--- config.mk ---
export PLATFORM = sky130hd
export DESIGN_NAME = lf_gap_responder
export DESIGN_NICKNAME = d
export VERILOG_FILES = /design/src/rtl/lfg_pkg.sv /design/src/rtl/lfg_interval_timer.sv /design/src/rtl/lfg_frame_packer.sv /design/src/rtl/lfg_reply_tx.sv /design/src/rtl/lf_gap_responder.sv
export SDC_FILE = /design/constraint.sdc
export NUM_CORES = 1
export LEC_CHECK = 0
export ABC_AREA = 1
export BUFFER_PORTS_ARGS = -buffer_cell sky130_fd_sc_hd__buf_2
export CORE_ASPECT_RATIO = 0.6
export CORE_MARGIN = 2
export CORE_UTILIZATION = 55
export CTS_BUF_LIST = sky130_fd_sc_hd__clkbuf_8
export CTS_CLUSTER_DIAMETER = 120
export DETAILED_ROUTE_END_ITERATION = 8
export GPL_ROUTABILITY_DRIVEN = 0
export PLACE_DENSITY = 0.85
export SYNTH_ARGS = -nofsm -noshare
export SYNTH_HDL_FRONTEND = slang
export SYNTH_HIERARCHICAL = 1
export SYNTH_SLANG_ARGS = --single-unit
--- constraint.sdc ---
create_clock -name clk -period 3.47 [get_ports clk]
set_clock_uncertainty 0.1 [all_clocks]
set_input_delay 0.1735 -clock clk [delete_from_list [all_inputs] [get_ports clk]]
set_output_delay 0.1735 -clock clk [all_outputs]
set_load 0.02 [all_outputs]
--- src/rtl/lfg_pkg.sv ---
package lfg_pkg;
  typedef enum logic [1:0] {
    TX_IDLE = 2'd0,
    TX_WAIT = 2'd1,
    TX_SEND = 2'd2
  } tx_state_t;
endpackage

--- src/rtl/lfg_interval_timer.sv ---
module lfg_interval_timer #(
  parameter int CNT_W = 8
) (
  input  logic             clk,
  input  logic             rst,
  input  logic             tick,
  input  logic             field_in,
  input  logic             hold,
  output logic             edge_ok,
  output logic [CNT_W-1:0] since_edge
);
  localparam logic [CNT_W-1:0] CNT_MAX = {CNT_W{1'b1}};

  logic field_q;
  logic [CNT_W-1:0] cnt_q;

  // a rising edge is taken only while no reply is in progress
  assign edge_ok    = field_in & ~field_q & ~hold;
  assign since_edge = cnt_q;

  always_ff @(posedge clk) begin
    if (rst) begin
      field_q <= 1'b1;
      cnt_q   <= '0;
    end else begin
      field_q <= field_in;
      if (edge_ok) begin
        cnt_q <= '0;
      end else if (tick && cnt_q != CNT_MAX) begin
        cnt_q <= cnt_q + 1'b1;
      end
    end
  end

  AST_EDGE_RESTARTS: assert property (@(posedge clk) disable iff (rst) edge_ok |=> (since_edge == '0));
endmodule

--- src/rtl/lfg_frame_packer.sv ---
module lfg_frame_packer #(
  parameter int CNT_W    = 8,
  parameter int MAX_BITS = 80,
  parameter int LEN_W    = 7,
  parameter int ZERO_MIN = 15,
  parameter int ONE_MIN  = 24,
  parameter int EOF_T    = 40
) (
  input  logic                clk,
  input  logic                rst,
  input  logic                edge_ok,
  input  logic [CNT_W-1:0]    since_edge,
  output logic                frame_valid,
  output logic [LEN_W-1:0]    frame_len,
  output logic [MAX_BITS-1:0] frame_data
);
  logic                ovf_q;
  logic [LEN_W-1:0]    nbits_q;
  logic [MAX_BITS-1:0] slot_q;
  logic [MAX_BITS-1:0] slot_sel;
  logic in_range, bit_val, room, take, long_gap, eof_fire;

  assign in_range = (since_edge >= CNT_W'(ZERO_MIN)) && (since_edge <= CNT_W'(EOF_T));
  assign bit_val  = (since_edge >= CNT_W'(ONE_MIN));
  assign room     = (nbits_q < LEN_W'(MAX_BITS));
  assign take     = edge_ok && !ovf_q && in_range && room;
  assign long_gap = !edge_ok && !ovf_q && (since_edge > CNT_W'(EOF_T));
  assign eof_fire = long_gap && (nbits_q != '0);

  // slot i receives the bit whose stream index is MAX_BITS-1-i
  for (genvar i = 0; i < MAX_BITS; i++) begin : g_slot
    assign slot_sel[i] = (nbits_q == LEN_W'(MAX_BITS - 1 - i));
  end

  always_ff @(posedge clk) begin
    if (rst) begin
      slot_q <= '0;
    end else if (eof_fire) begin
      slot_q <= '0;
    end else if (take) begin
      for (int i = 0; i < MAX_BITS; i++) begin
        if (slot_sel[i]) slot_q[i] <= bit_val;
      end
    end
  end

  always_ff @(posedge clk) begin
    if (rst) begin
      ovf_q       <= 1'b1;
      nbits_q     <= '0;
      frame_valid <= 1'b0;
      frame_len   <= '0;
      frame_data  <= '0;
    end else begin
      frame_valid <= 1'b0;
      if (edge_ok) begin
        ovf_q <= 1'b0;
        if (take) nbits_q <= nbits_q + 1'b1;
      end else if (long_gap) begin
        ovf_q <= 1'b1;
        if (eof_fire) begin
          frame_valid <= 1'b1;
          frame_len   <= nbits_q;
          frame_data  <= slot_q;
          nbits_q     <= '0;
        end
      end
    end
  end

  AST_NBITS_CAP: assert property (@(posedge clk) disable iff (rst) nbits_q <= LEN_W'(MAX_BITS));
  AST_FRAME_LEN_OK: assert property (@(posedge clk) disable iff (rst) frame_valid |-> (frame_len != '0 && frame_len <= LEN_W'(MAX_BITS)));
  AST_OVF_AFTER_LONG: assert property (@(posedge clk) disable iff (rst) (!edge_ok && since_edge > CNT_W'(EOF_T)) |=> ovf_q);
  AST_EDGE_CLEARS_OVF: assert property (@(posedge clk) disable iff (rst) edge_ok |=> !ovf_q);
endmodule

--- src/rtl/lfg_reply_tx.sv ---
module lfg_reply_tx
  import lfg_pkg::*;
#(
  parameter int CNT_W    = 8,
  parameter int MAX_BITS = 80,
  parameter int LEN_W    = 7,
  parameter int SOF_BITS = 5,
  parameter int HALF_T   = 15,
  parameter int BIT_T    = 31,
  parameter int FDT_ADJ  = 8,
  parameter int EOF_T    = 40
) (
  input  logic                clk,
  input  logic                rst,
  input  logic                tick,
  input  logic                req,
  input  logic [LEN_W-1:0]    len,
  input  logic [MAX_BITS-1:0] data,
  input  logic [CNT_W-1:0]    fdt,
  input  logic [CNT_W-1:0]    since_edge,
  output logic                busy,
  output logic                coil_load
);
  localparam int SEQ_W   = SOF_BITS + MAX_BITS;
  localparam int REM_W   = $clog2(SEQ_W + 1);
  localparam int PH_W    = $clog2(BIT_T);
  localparam int MIN_THR = EOF_T + 1;

  tx_state_t         st_q, st_n;
  logic [PH_W-1:0]   ph_q, ph_n;
  logic [SEQ_W-1:0]  sh_q, sh_n;
  logic [REM_W-1:0]  rem_q, rem_n;
  logic [CNT_W-1:0]  thr_q, thr_n, thr_d;
  logic [LEN_W-1:0]  len_c;
  logic              coil_n;

  assign len_c = (len > LEN_W'(MAX_BITS)) ? LEN_W'(MAX_BITS) : len;
  assign thr_d = (fdt < CNT_W'(MIN_THR + FDT_ADJ)) ? CNT_W'(MIN_THR) : (fdt - CNT_W'(FDT_ADJ));

  always_comb begin
    st_n  = st_q;
    ph_n  = ph_q;
    sh_n  = sh_q;
    rem_n = rem_q;
    thr_n = thr_q;
    unique case (st_q)
      TX_IDLE: begin
        if (req) begin
          st_n  = TX_WAIT;
          sh_n  = {{SOF_BITS{1'b1}}, data};
          rem_n = REM_W'(SOF_BITS) + REM_W'(len_c);
          thr_n = thr_d;
        end
      end
      TX_WAIT: begin
        if (since_edge >= thr_q) begin
          st_n = TX_SEND;
          ph_n = '0;
        end
      end
      TX_SEND: begin
        if (tick) begin
          if (ph_q == PH_W'(BIT_T - 1)) begin
            ph_n  = '0;
            sh_n  = sh_q << 1;
            rem_n = rem_q - 1'b1;
            if (rem_q == REM_W'(1)) st_n = TX_IDLE;
          end else begin
            ph_n = ph_q + 1'b1;
          end
        end
      end
      default: st_n = TX_IDLE;
    endcase
    if (st_n == TX_SEND) begin
      coil_n = sh_n[SEQ_W-1] ? (ph_n < PH_W'(HALF_T)) : (ph_n >= PH_W'(HALF_T));
    end else begin
      coil_n = 1'b0;
    end
  end

  always_ff @(posedge clk) begin
    if (rst) begin
      st_q      <= TX_IDLE;
      ph_q      <= '0;
      sh_q      <= '0;
      rem_q     <= '0;
      thr_q     <= '0;
      coil_load <= 1'b0;
    end else begin
      st_q      <= st_n;
      ph_q      <= ph_n;
      sh_q      <= sh_n;
      rem_q     <= rem_n;
      thr_q     <= thr_n;
      coil_load <= coil_n;
    end
  end

  assign busy = (st_q != TX_IDLE);

  AST_IDLE_OPEN: assert property (@(posedge clk) disable iff (rst) (st_q == TX_IDLE) |-> !coil_load);
  AST_PHASE_RANGE: assert property (@(posedge clk) disable iff (rst) ph_q <= PH_W'(BIT_T - 1));
  AST_WAIT_TO_SEND: assert property (@(posedge clk) disable iff (rst) (st_q == TX_WAIT && since_edge >= thr_q) |=> (st_q == TX_SEND));
  AST_SOF_LOADS: assert property (@(posedge clk) disable iff (rst) (st_q == TX_WAIT && since_edge >= thr_q) |=> coil_load);
endmodule

--- src/rtl/lf_gap_responder.sv ---
module lf_gap_responder #(
  parameter int CNT_W    = 8,
  parameter int MAX_BITS = 80,
  parameter int ZERO_MIN = 15,
  parameter int ONE_MIN  = 24,
  parameter int EOF_T    = 40,
  parameter int SOF_BITS = 5,
  parameter int HALF_T   = 15,
  parameter int BIT_T    = 31,
  parameter int FDT_ADJ  = 8,
  localparam int LEN_W   = $clog2(MAX_BITS + 1)
) (
  input  logic                clk,
  input  logic                rst,
  input  logic                carrier_tick,
  input  logic                field_in,
  input  logic                reply_req,
  input  logic [LEN_W-1:0]    reply_len,
  input  logic [MAX_BITS-1:0] reply_bits,
  input  logic [CNT_W-1:0]    reply_delay,
  output logic                frame_valid,
  output logic [LEN_W-1:0]    frame_len,
  output logic [MAX_BITS-1:0] frame_bits,
  output logic                coil_load,
  output logic                reply_busy
);
  logic             edge_ok;
  logic [CNT_W-1:0] since_edge;

  lfg_interval_timer #(.CNT_W(CNT_W)) u_timer (
    .clk        (clk),
    .rst        (rst),
    .tick       (carrier_tick),
    .field_in   (field_in),
    .hold       (reply_busy),
    .edge_ok    (edge_ok),
    .since_edge (since_edge)
  );

  lfg_frame_packer #(
    .CNT_W(CNT_W), .MAX_BITS(MAX_BITS), .LEN_W(LEN_W),
    .ZERO_MIN(ZERO_MIN), .ONE_MIN(ONE_MIN), .EOF_T(EOF_T)
  ) u_packer (
    .clk         (clk),
    .rst         (rst),
    .edge_ok     (edge_ok),
    .since_edge  (since_edge),
    .frame_valid (frame_valid),
    .frame_len   (frame_len),
    .frame_data  (frame_bits)
  );

  lfg_reply_tx #(
    .CNT_W(CNT_W), .MAX_BITS(MAX_BITS), .LEN_W(LEN_W), .SOF_BITS(SOF_BITS),
    .HALF_T(HALF_T), .BIT_T(BIT_T), .FDT_ADJ(FDT_ADJ), .EOF_T(EOF_T)
  ) u_reply (
    .clk        (clk),
    .rst        (rst),
    .tick       (carrier_tick),
    .req        (reply_req),
    .len        (reply_len),
    .data       (reply_bits),
    .fdt        (reply_delay),
    .since_edge (since_edge),
    .busy       (reply_busy),
    .coil_load  (coil_load)
  );
endmodule

==> results of run 1 <==
==> where the power goes <==
| group | leakage (nW) | internal, mW | switching (mW) | total (mW) |
|---|---|---|---|---|
| registers | 2.38 | 3.51 | 0.0883 | 3.60 |
| logic | 3.90 | 0.323 | 0.490 | 0.813 |
| clock network | 0.559 | 1.86 | 1.41 | 3.27 |
| total | 6.84 | 5.69 | 1.99 | 7.68 |
==> critical path, cell delays in order (launching register included) <==
cell and delay (ns):
dfxtp_1 0.39, inv_1 0.09, ha_1 0.23, inv_1 0.13, inv_1 0.05, nand3b_1 0.10, inv_1 0.10, or2_2 0.31
nor2_4 0.17, nand2_8 0.24, nor2_8 0.40, buf_4 0.33, nand2_1 0.08, nand2_1 0.07
==> layout by cell type, fill, tap and decap left out, drive strengths merged, types with 23 or more instances in the layout <==
cell type,netlist,layout
nand4,88,88
buf,96,211
inv,92,101
nand2,429,429
o21ai,104,104
a21oi,238,238
clkbuf,42,57
dlygate4sd3,0,101
ha,23,23
nand3,214,214
dfxtp,293,293
nor2,171,171
==> through the flow <==
| stage | setup WS (ns) | utilization (%) | std cells |
|---|---|---|---|
| 2_1_floorplan | 1.22 | - | 1849 |
| 3_3_place_gp | 0.803 | 59.6 | 2244 |
| 3_5_place_dp | 0.654 | 59.6 | 2244 |
| 4_1_cts | 0.611 | 68.0 | 2424 |
| 5_1_grt | 0.307 | 68.0 | 2425 |
| 6_report | 0.563 | 68.0 | 2425 |
==> registers in the layout, indices dropped and copies added, names as in the netlist <==
register / cells
u_reply/coil_load: 1
u_packer/slot_q: 80
u_timer/field_q: 1
u_packer/nbits_q: 7
u_reply/sh_q: 85
u_reply/ph_q: 5
u_timer/since_edge: 8
u_packer/ovf_q: 1
u_packer/frame_data: 80
u_reply/st_q: 2
u_packer/frame_valid: 1
u_reply/rem_q: 7
u_packer/frame_len: 7
u_reply/thr_q: 8
==> cell families after synthesis <==
kind of cell	share of synthesized area, %
fa+ha+maj	2.14
simple gates	30.5
compound gates	15.4
buf+inv	8.02
xor+xnor	0.390
flops	43.6
==> cell type report <==
| cell class | count | area [sq um] |
|---|---|---|
| Multi-Input combinational cell | 1323 | 6530 |
| Sequential cell | 293 | 5870 |
| Inverter | 95 | 357 |
| Tap cell | 322 | 403 |
| Antenna cell | 1 | 2.50 |
| Fill cell | 1858 | 7720 |
| Clock inverter | 22 | 233 |
| Clock buffer | 57 | 785 |
| Timing Repair Buffer | 312 | 2220 |
==> routing by layer <==
| metal | GRT usage [%] | share of wire [%] | up-vias |
|---|---|---|---|
| met3 | 8.39 | 10 | 185 |
| li1 | - | - | 6693 |
| met1 | 42.2 | 42 | 6586 |
| met4 | 15.9 | 4.7 | 0 |
| met5 | 0 | 0 | - |
| met2 | 45.6 | 43 | 795 |
==> synthesized netlist by cell type, types with 11 or more instances <==
library cell / instances / area (sq um)
buf_4: 13 / 97.6
a221oi_1: 13 / 114
ha_1: 23 / 288
buf_1: 13 / 48.8
o21ai_1: 11 / 55.1
dfxtp_1: 293 / 5870
nor2_1: 158 / 593
o21ai_0: 91 / 455
inv_1: 83 / 312
nand4_1: 88 / 551
nand2_1: 416 / 1560
buf_6: 11 / 124
buf_2: 59 / 295
nand3_1: 213 / 1070
clkbuf_1: 42 / 158
a21oi_1: 238 / 1190
==> worst min-delay path by stage <==
stage	end	slack [ns]	cells past startpoint
2_1_floorplan	u_reply/st_q[1]	0.16	1
6_report	u_reply/ph_q[1]	0.04	3
3_5_place_dp	u_timer/field_q	0.29	2
4_1_cts	u_packer/nbits_q[1]	0.009	3
3_3_place_gp	u_timer/field_q	0.28	2
5_1_grt	u_reply/ph_q[0]	0.02	3
==> results.sh, run 1 <==
export IMPL_drive_gt1_share_pct=15.8
export IMPL_grt_setup_unrepaired="no"
export IMPL_top_level_ports=190
export IMPL_core_area_sq_um=24100
export IMPL_async_reset_ff_share_pct=0
export IMPL_syn_area_sq_um=13500
export IMPL_cp_end_kind="register"
export IMPL_drv_slew=0
export IMPL_cts_tree="yes"
export IMPL_finalSetupViolations=0
export IMPL_die_w_um=206
export IMPL_routed_wl_um=40800
export IMPL_drtAntennaViolNets=0
export IMPL_required_ns=3.86
export IMPL_synthToLayoutAreaGrowth_pct=21.7
export IMPL_grt_max_degree=120
export IMPL_syn_inst=1849
export IMPL_clock_latency_ns=0.58
export IMPL_grt_usage_pct=31.2
export IMPL_holdWs_ns=0.0380
export IMPL_cts_buffers=44
export IMPL_firstDrtPassIters=6
export IMPL_ff2ff_setup_slack_ns=0.56
export IMPL_power_mw=7.68
export IMPL_ys_warn_count=6
export IMPL_grt_pass1_wl_um=66300
export IMPL_grt_pass1_vias=13400
export IMPL_io_buffers=189
export IMPL_syn_num_nets=1972
export IMPL_cts_root_buffer="clkbuf_8"
export IMPL_slew_headroom_pct=39.7
export IMPL_ys_ff_latch=293
export IMPL_finalCriticalPeriod_ns=2.91
export IMPL_dpl_hpwl_um=23600
export IMPL_cts_resized_gates=0
export IMPL_drc=0
export IMPL_setup_worst_path_end="u_packer/frame_data[5]"
export IMPL_period_share_pct=83.8
export IMPL_ff2ff_path_depth=13
export IMPL_maxCapViolCount=0
export IMPL_synth_distinct_cells=39
export IMPL_ys_flop_type="dfxtp_1"
export IMPL_post_dp_cell_area_sq_um=14400
export IMPL_num_rows=44
export IMPL_vias=14300
export IMPL_crit_start="u_reply/st_q[0]"
export IMPL_start_util_pct=55.9
export IMPL_r2r_start="u_reply/st_q[0]"
export IMPL_clkTransAtPathRegs_ns=0.08
export IMPL_hp_class="in2reg"
export IMPL_overflow=0
export IMPL_dieArea_sq_um=25800
export IMPL_synth_edff_count=0
export IMPL_r2r_end="u_packer/frame_data[5]"
export IMPL_cp_start_kind="register"
export IMPL_power_leakage_nw=6.84
export IMPL_first_iter_violations=1737
export IMPL_clock_path_buffers=3
export IMPL_ir_drop_v=0.000303
export IMPL_antenna_found_initial=1
export IMPL_worst_pin_slew_ns=0.905
export IMPL_critical_path_class="reg2reg"
export IMPL_fmax_mhz=344
export IMPL_fin_area_sq_um=16400
export IMPL_setup_tns_final_ns=0
export IMPL_powerDensity_nw_per_um2=468
export IMPL_status="finished clean"
export IMPL_cts_hold_buf=101
export IMPL_critPathMaxFanout=50
export IMPL_hold_violations=0
export IMPL_fin_nets=2192
export IMPL_syn_area_per_cell_sq_um=7.28
export IMPL_yosysSeqAreaShare_pct=43.6
export IMPL_min_from="rst"
export IMPL_clock_sinks=293
export IMPL_crit_arrival_ns=3.30
export IMPL_fp_dieH_um=125
export IMPL_post_drt_wl_per_cell_um=16.8
export IMPL_postCtsSetupRepairBufs=0
export IMPL_viasPerCell=5.88
export IMPL_cts_htree_levels=2
(Power assumes the default switching activity.)
==> inputs of run 2 (changes only) <==
--- a/config.mk
+++ b/config.mk
@@ -9,12 +9,12 @@
 export BUFFER_PORTS_ARGS = -buffer_cell sky130_fd_sc_hd__buf_2
 export CORE_ASPECT_RATIO = 0.6
 export CORE_MARGIN = 2
-export CORE_UTILIZATION = 55
+export CORE_UTILIZATION = 54
 export CTS_BUF_LIST = sky130_fd_sc_hd__clkbuf_8
 export CTS_CLUSTER_DIAMETER = 120
 export DETAILED_ROUTE_END_ITERATION = 8
 export GPL_ROUTABILITY_DRIVEN = 0
-export PLACE_DENSITY = 0.85
+export PLACE_DENSITY = 0.87
 export SYNTH_ARGS = -nofsm -noshare
 export SYNTH_HDL_FRONTEND = slang
 export SYNTH_HIERARCHICAL = 1
==> constraint.sdc (replaced) <==
create_clock -name clk -period 2.5 [get_ports clk]
set_clock_uncertainty 0.1 [all_clocks]
set_input_delay 0.125 -clock clk [delete_from_list [all_inputs] [get_ports clk]]
set_output_delay 0.125 -clock clk [all_outputs]
set_load 0.02 [all_outputs]
==> run 2 against run 1 <==
Compared with the run above: setup slack worse by 0.51 ns; hold slack got worse by 0.0086 ns; via count is 1.3% higher; sequential cell count is the same.
==> results.sh, run 2 (synthesized netlist as in run 1, its figures left out) <==
export IMPL_powerDensity_nw_per_um2=627
export IMPL_status="finished clean"
export IMPL_grt_pass1_wl_um=66200
export IMPL_cts_tree="yes"
export IMPL_wl_met3_um=3930
export IMPL_maxCapViolCount=0
export IMPL_power_leakage_nw=6.97
export IMPL_crit_start="u_reply/st_q[1]"
export IMPL_period_share_pct=98.0
export IMPL_firstDrtPassIters=6
export IMPL_drv_slew=0
export IMPL_dpl_hpwl_um=23900
export IMPL_io_buffers=189
export IMPL_slew_headroom_pct=53.7
export IMPL_wl_met1_um=17900
export IMPL_clkTransAtPathRegs_ns=0.06
export IMPL_ff2ff_path_depth=13
export IMPL_ff2ff_setup_slack_ns=0.05
export IMPL_cts_htree_levels=2
export IMPL_cpMostUsedCell="inv_1"
export IMPL_fin_nets=2207
export IMPL_critical_path_class="reg2reg"
export IMPL_hp_class="in2reg"
export IMPL_drive_gt1_share_pct=16.3
export IMPL_grt_pass1_vias=13400
export IMPL_critPathMaxFanout=23
export IMPL_dieArea_sq_um=26300
export IMPL_worst_pin_slew_ns=0.691
export IMPL_fill_cells=1889
export IMPL_finalSetupViolations=0
export IMPL_final_common_cell="nand2_1"
export IMPL_finalCoreUtilization_pct=68.4
export IMPL_max_stage_delay_ns=0.37
export IMPL_grt_max_degree=111
export IMPL_top_layer_used="met4"
export IMPL_regMostFlops="u_reply/sh_q"
export IMPL_first_iter_violations=1795
export IMPL_grt_setup_unrepaired="yes"
export IMPL_synthToLayoutAreaGrowth_pct=23.6
export IMPL_vias=14400
export IMPL_grt_usage_pct=30.3
export IMPL_fp_dieH_um=126
export IMPL_start_util_pct=55.3
export IMPL_cp_start_kind="register"
export IMPL_cts_buffers=44
export IMPL_r2r_start="u_reply/st_q[1]"
export IMPL_cp_slowest_cell="dfxtp_2"
export IMPL_routed_wl_um=42600
export IMPL_fmax_mhz=408
export IMPL_required_ns=2.92
export IMPL_num_rows=44
export IMPL_core_area_sq_um=24300
export IMPL_largestRegisters="u_reply/sh_q: 85 flops, u_packer/frame_data: 80 flops, u_packer/slot_q: 80 flops"
export IMPL_viasPerCell=5.92
export IMPL_ir_drop_v=0.000423
export IMPL_top_level_ports=190
export IMPL_min_from="reply_len[3]"
export IMPL_drc=0
export IMPL_setup_worst_path_end="u_packer/frame_len[5]"
export IMPL_clock_sinks=293
export IMPL_crit_arrival_ns=2.87
export IMPL_holdWs_ns=0.0294
export IMPL_drtAntennaViolNets=0
export IMPL_cp_end_kind="register"
export IMPL_largest_reg_flops=85
export IMPL_clock_latency_ns=0.58
export IMPL_clock_path_buffers=3
export IMPL_antenna_found_initial=2
export IMPL_cp_cell_sequence="inv_1, ha_1, inv_1, inv_1, nand3b_1, inv_1, or2_2, nor2_4, nand2_8, nor2_8, clkbuf_16, nand2_1, nand2_1"
export IMPL_hold_violations=0
export IMPL_mostFrequentLayoutCells="414 x nand2_1, 290 x dfxtp_1, 238 x a21oi_1"
export IMPL_wl_met2_um=18600
export IMPL_overflow=0
export IMPL_r2r_end="u_packer/frame_len[5]"
export IMPL_post_drt_wl_per_cell_um=17.5
export IMPL_cts_root_buffer="clkbuf_8"
export IMPL_die_w_um=208
export IMPL_finalCriticalPeriod_ns=2.45
export IMPL_power_mw=10.4
## run 2: cell count changes in the layout (fill, tap and decap cells not counted), moves of 2 or more
cell           before  now
bufinv_16           5    3
nand2_4             3    5
clkbuf_16           0    4
dfxtp_2             0    3
inv_1              91   96
buf_12              8   12
dfxtp_1           293  290
clkinv_2            7    3
buf_8               0    3
dlygate4sd3_1     101  103
## run 2: how the worst min path moves through the flow
stage | end | depth (start not counted)
2_1_floorplan | u_reply/st_q[1] | 1
3_3_place_gp | u_timer/field_q | 2
3_5_place_dp | u_timer/field_q | 2
4_1_cts | u_reply/rem_q[3] | 5
5_1_grt | u_reply/rem_q[4] | 6
6_report | u_reply/rem_q[3] | 5
## run 2: timing repair
action | CTS | global route
setup endpoints to repair | 0 | 177
hold buffers | 103 | 1
gates resized for setup | 0 | 17
hold endpoints to repair | 117 | 1
buffers inserted | 0 | 3
## run 2: critical path, delay by kind of cell, from the launching register on
| family | cells | cell delay [ns] |
|---|---|---|
| AND/OR/NAND/NOR | 7 | 1.14 |
| adder cells (fa/ha/maj) | 1 | 0.22 |
| buffers and inverters | 5 | 0.58 |
| flip-flops | 1 | 0.37 |
## run 2: cell type report
type                    instances  area, sq um  share of cell area [%]
repair buffers                326         2500                    15.0
multi-input cells            1324         6550                    39.4
clock buffers                  58          798                    4.80
inverters                      95          357                    2.14
clock inverters                20          163                   0.977
well taps                     322          403                    2.42
diodes                          2         5.00                  0.0301
flip-flops and latches        293         5870                    35.3
## run 2: layer usage
layer,global-route usage [%],vias up
li1,-,6724
met1,40.0,6685
met2,46.2,828
met3,6.88,212
met4,17.2,0
met5,0,-
## run 2: where the power goes
part	internal (mW)	total (mW)	switching, mW	leakage, nW
sequential	4.87	4.99	0.119	2.38
clock	2.38	4.28	1.90	0.545
combinational	0.463	1.16	0.698	4.05
## run 2: per-stage QoR
stage | cell area (sq um) | std cells | setup WS [ns] | setup TNS, ns
after detailed placement | 14500 | 2249 | 0.0413 | 0
final | 16600 | 2440 | 0.0508 | 0
after global routing | 16600 | 2440 | -0.0506 | -1.07
after CTS | 16400 | 2430 | 0.0279 | 0
after global placement | 14500 | 2249 | 0.136 | 0
after floorplan | 13500 | 1849 | 0.248 | 0
==> inputs of run 3 (changes only) <==
--- a/config.mk
+++ b/config.mk
@@ -9,13 +9,12 @@
 export BUFFER_PORTS_ARGS = -buffer_cell sky130_fd_sc_hd__buf_2
 export CORE_ASPECT_RATIO = 0.6
 export CORE_MARGIN = 2
-export CORE_UTILIZATION = 54
+export CORE_UTILIZATION = 53
 export CTS_BUF_LIST = sky130_fd_sc_hd__clkbuf_8
 export CTS_CLUSTER_DIAMETER = 120
 export DETAILED_ROUTE_END_ITERATION = 8
 export GPL_ROUTABILITY_DRIVEN = 0
-export PLACE_DENSITY = 0.87
+export PLACE_DENSITY = 0.86
 export SYNTH_ARGS = -nofsm -noshare
 export SYNTH_HDL_FRONTEND = slang
-export SYNTH_HIERARCHICAL = 1
 export SYNTH_SLANG_ARGS = --single-unit
==> constraint.sdc (replaced) <==
create_clock -name clk -period 2.5 [get_ports clk]
set_clock_uncertainty 0.1 [all_clocks]
set_input_delay 0.5 -clock clk [delete_from_list [all_inputs] [get_ports clk]]
set_output_delay 0.5 -clock clk [all_outputs]
set_load 0.02 [all_outputs]
==> run 3 against run 2 <==
Compared with the run above: setup slack better by 0.072 ns; sequential cell count stayed put; critical path depth is 2 lower; first-iteration DRC count is 25% lower; largest cell class is now registers; highest routed layer unchanged.
==> results.sh, run 3 <==
export IMPL_final_common_cell="dfxtp_1"
export IMPL_cp_cell_sequence="inv_1, ha_1, inv_1, nor2_4, inv_2, nor2_2, inv_2, nand2_2, nand2_2, buf_12, nor3_1"
export IMPL_clock_latency_ns=0.58
export IMPL_syn_num_nets=1877
export IMPL_ys_warn_count=0
export IMPL_max_stage_delay_ns=0.35
export IMPL_dpl_cell_count=2195
export IMPL_grt_usage_pct=26.6
export IMPL_power_leakage_nw=6.36
export IMPL_drtAntennaViolNets=0
export IMPL_cts_root_buffer="clkbuf_8"
export IMPL_syn_area_sq_um=12900
export IMPL_cp_start_kind="register"
export IMPL_num_rows=44
export IMPL_worst_pin_slew_ns=0.653
export IMPL_clkTransAtPathRegs_ns=0.06
export IMPL_power_net_switching_mw=2.79
export IMPL_start_util_pct=53.5
export IMPL_cp_num_buf_inv=5
export IMPL_critical_path_class="reg2reg"
export IMPL_core_area_sq_um=24000
export IMPL_vias=12600
export IMPL_fin_nets=2043
export IMPL_yosysSeqAreaShare_pct=45.6
export IMPL_largestRegisters="u_reply.sh_q: 85 flops, u_packer.frame_data: 80 flops, u_packer.slot_q: 80 flops"
export IMPL_n_antenna_cell=0
export IMPL_pwr_share_clk_pct=38.7
export IMPL_fmax_mhz=421
export IMPL_period_share_pct=95.1
export IMPL_maxCapViolCount=0
export IMPL_hold_violations=0
export IMPL_yosys_area_top_type="dfxtp_1"
export IMPL_overflow=0
export IMPL_p_int_mw=7.46
export IMPL_yosys_top_cells_count="293 x dfxtp_1, 267 x o21ai_0, 232 x nor2_1, 197 x nand2_1, 172 x inv_1"
export IMPL_largest_reg_flops=85
export IMPL_cp_top_family="simple AND/OR/NAND/NOR gates"
export IMPL_crit_arrival_ns=2.74
export IMPL_ir_drop_v=0.000538
export IMPL_clock_sinks=293
export IMPL_antenna_found_initial=0
export IMPL_cts_htree_levels=2
export IMPL_cp_end_kind="register"
export IMPL_sw_frac_of_total_pct=27.2
export IMPL_sequentialPowerShare_pct=49.2
export IMPL_finalCriticalPeriod_ns=2.38
export IMPL_power_mw=10.2
export IMPL_first_iter_violations=1344
export IMPL_post_drt_wl_per_cell_um=15.5
export IMPL_dpl_hpwl_um=23400
export IMPL_clock_path_buffers=3
export IMPL_cts_tree="yes"
export IMPL_p_comb_share_pct=12.1
export IMPL_slew_headroom_pct=56.3
export IMPL_grt_pass1_wl_um=55800
export IMPL_routed_wl_um=35300
export IMPL_netlist_area_leader_share_pct=45.6
export IMPL_synth_most_common_cell="dfxtp_1"
export IMPL_layoutNonFillerInstCount=2272
export IMPL_cts_hold_buf=0
export IMPL_mostFrequentLayoutCells="293 x dfxtp_1, 267 x o21ai_0, 232 x nor2_1"
export IMPL_cp_slowest_cell="dfxtp_1"
export IMPL_synth_distinct_cells=43
export IMPL_required_ns=2.86
export IMPL_firstDrtPassIters=6
export IMPL_ys_ff_latch=293
export IMPL_drc=0
export IMPL_dieArea_sq_um=25600
export IMPL_drive_gt1_share_pct=17.7
export IMPL_top_level_ports=190
export IMPL_cts_buffers=43
export IMPL_drv_slew=0
export IMPL_die_w_um=205
export IMPL_synthTopCellsByArea="dfxtp_1 46%, o21ai_0 10%, nor2_1 6.8%"
export IMPL_io_buffers=189
export IMPL_ff2ff_setup_slack_ns=0.12
export IMPL_ys_flop_type="dfxtp_1"
export IMPL_status="finished clean"
export IMPL_async_reset_ff_share_pct=0
export IMPL_syn_inst=1753
export IMPL_critPathMaxFanout=54
export IMPL_regMostFlops="u_reply.sh_q"
export IMPL_grt_max_degree=159
export IMPL_hp_class="in2reg"
export IMPL_grt_pass1_vias=11300
export IMPL_powerDensity_nw_per_um2=682
export IMPL_viasPerCell=5.56
export IMPL_synthToLayoutAreaGrowth_pct=16.9
export IMPL_fp_dieH_um=125
export IMPL_synth_edff_count=0
export IMPL_finalSetupViolations=0
export IMPL_syn_area_per_cell_sq_um=7.33
[run 3: changes by cell type in the layout (fill, tap and decap cells not counted), sizes merged, moves of 43 or more]
cell	delta
dlygate4sd3	-103
inv	+93
a21oi	-84
nor2	+67
o21ai	+166
nor3	+152
a31oi	+43
nand4	-83
nand2	-227
nand3	-182
[run 3: power groups by stage]
stage	registers, mW	clock network, mW	logic [mW]
after floorplan	5.11	0	0.881
after global placement	5.13	0	1.12
after detailed placement	5.14	0	1.17
after CTS	5.04	4.02	1.18
after global routing	5.06	4.24	1.41
final	5.04	3.96	1.24
[run 3: path summary, 6_finish.rpt]
| check | start | to | cells after the start |
|---|---|---|---|
| max | u_packer.nbits_q[0] | u_packer.slot_q[21] | 11 |
| min | field_in | u_timer.field_q | 2 |
| max reg2reg | u_packer.nbits_q[0] | u_packer.slot_q[21] | 11 |
| min reg2reg | u_reply.sh_q[62] | u_reply.sh_q[62] | 2 |
[run 3: layout make-up]
type,count,area [sq um]
fillers,2103,8980
multi-input cells,1164,5780
repair buffers,230,1380
well taps,322,403
clock inverters,24,161
inverters,187,714
flip-flops and latches,293,5870
clock buffers,52,716
[run 3: cell families (layout without fill, tap and decap cells)]
| logic type | after synthesis | after routing | share of synthesized area [%] |
|---|---|---|---|
| buf+inv | 296 | 493 | 9.50 |
| xor+xnor | 9 | 9 | 0.613 |
| flops | 293 | 293 | 45.6 |
| simple gates | 641 | 641 | 22.0 |
| fa+ha+maj | 24 | 24 | 2.34 |
| compound gates | 490 | 490 | 20.0 |
[run 3: timing repair]
| action | in CTS | in global routing |
|---|---|---|
| hold endpoints to repair | 0 | 0 |
| setup buffers | 0 | 0 |
| endpoints found under the setup margin | 0 | 121 |
| resized for setup | 0 | 4 |
[run 3: metrics by stage]
stage          worst slack [ns]  utilization (%)  instance area (sq um)  TNS (ns)  hold slack [ns]
6_report                  0.122             62.6                  15000         0            0.104
5_1_grt                 -0.0141             62.6                  15000   -0.0141           0.0614
4_1_cts                  0.0734             62.4                  15000         0           0.0665
3_5_place_dp              0.109             58.8                  14100         0            0.337
3_3_place_gp              0.212             58.8                  14100         0            0.332
2_1_floorplan             0.486                -                  12900         0            0.325
[run 3: metal layers]
| layer | GRT usage, % | routed length (um) |
|---|---|---|
| met1 | 39.5 | 16100 |
| met2 | 37.7 | 14500 |
| met3 | 6.65 | 3890 |
| met4 | 8.21 | 798 |
| met5 | 0 | 0 |
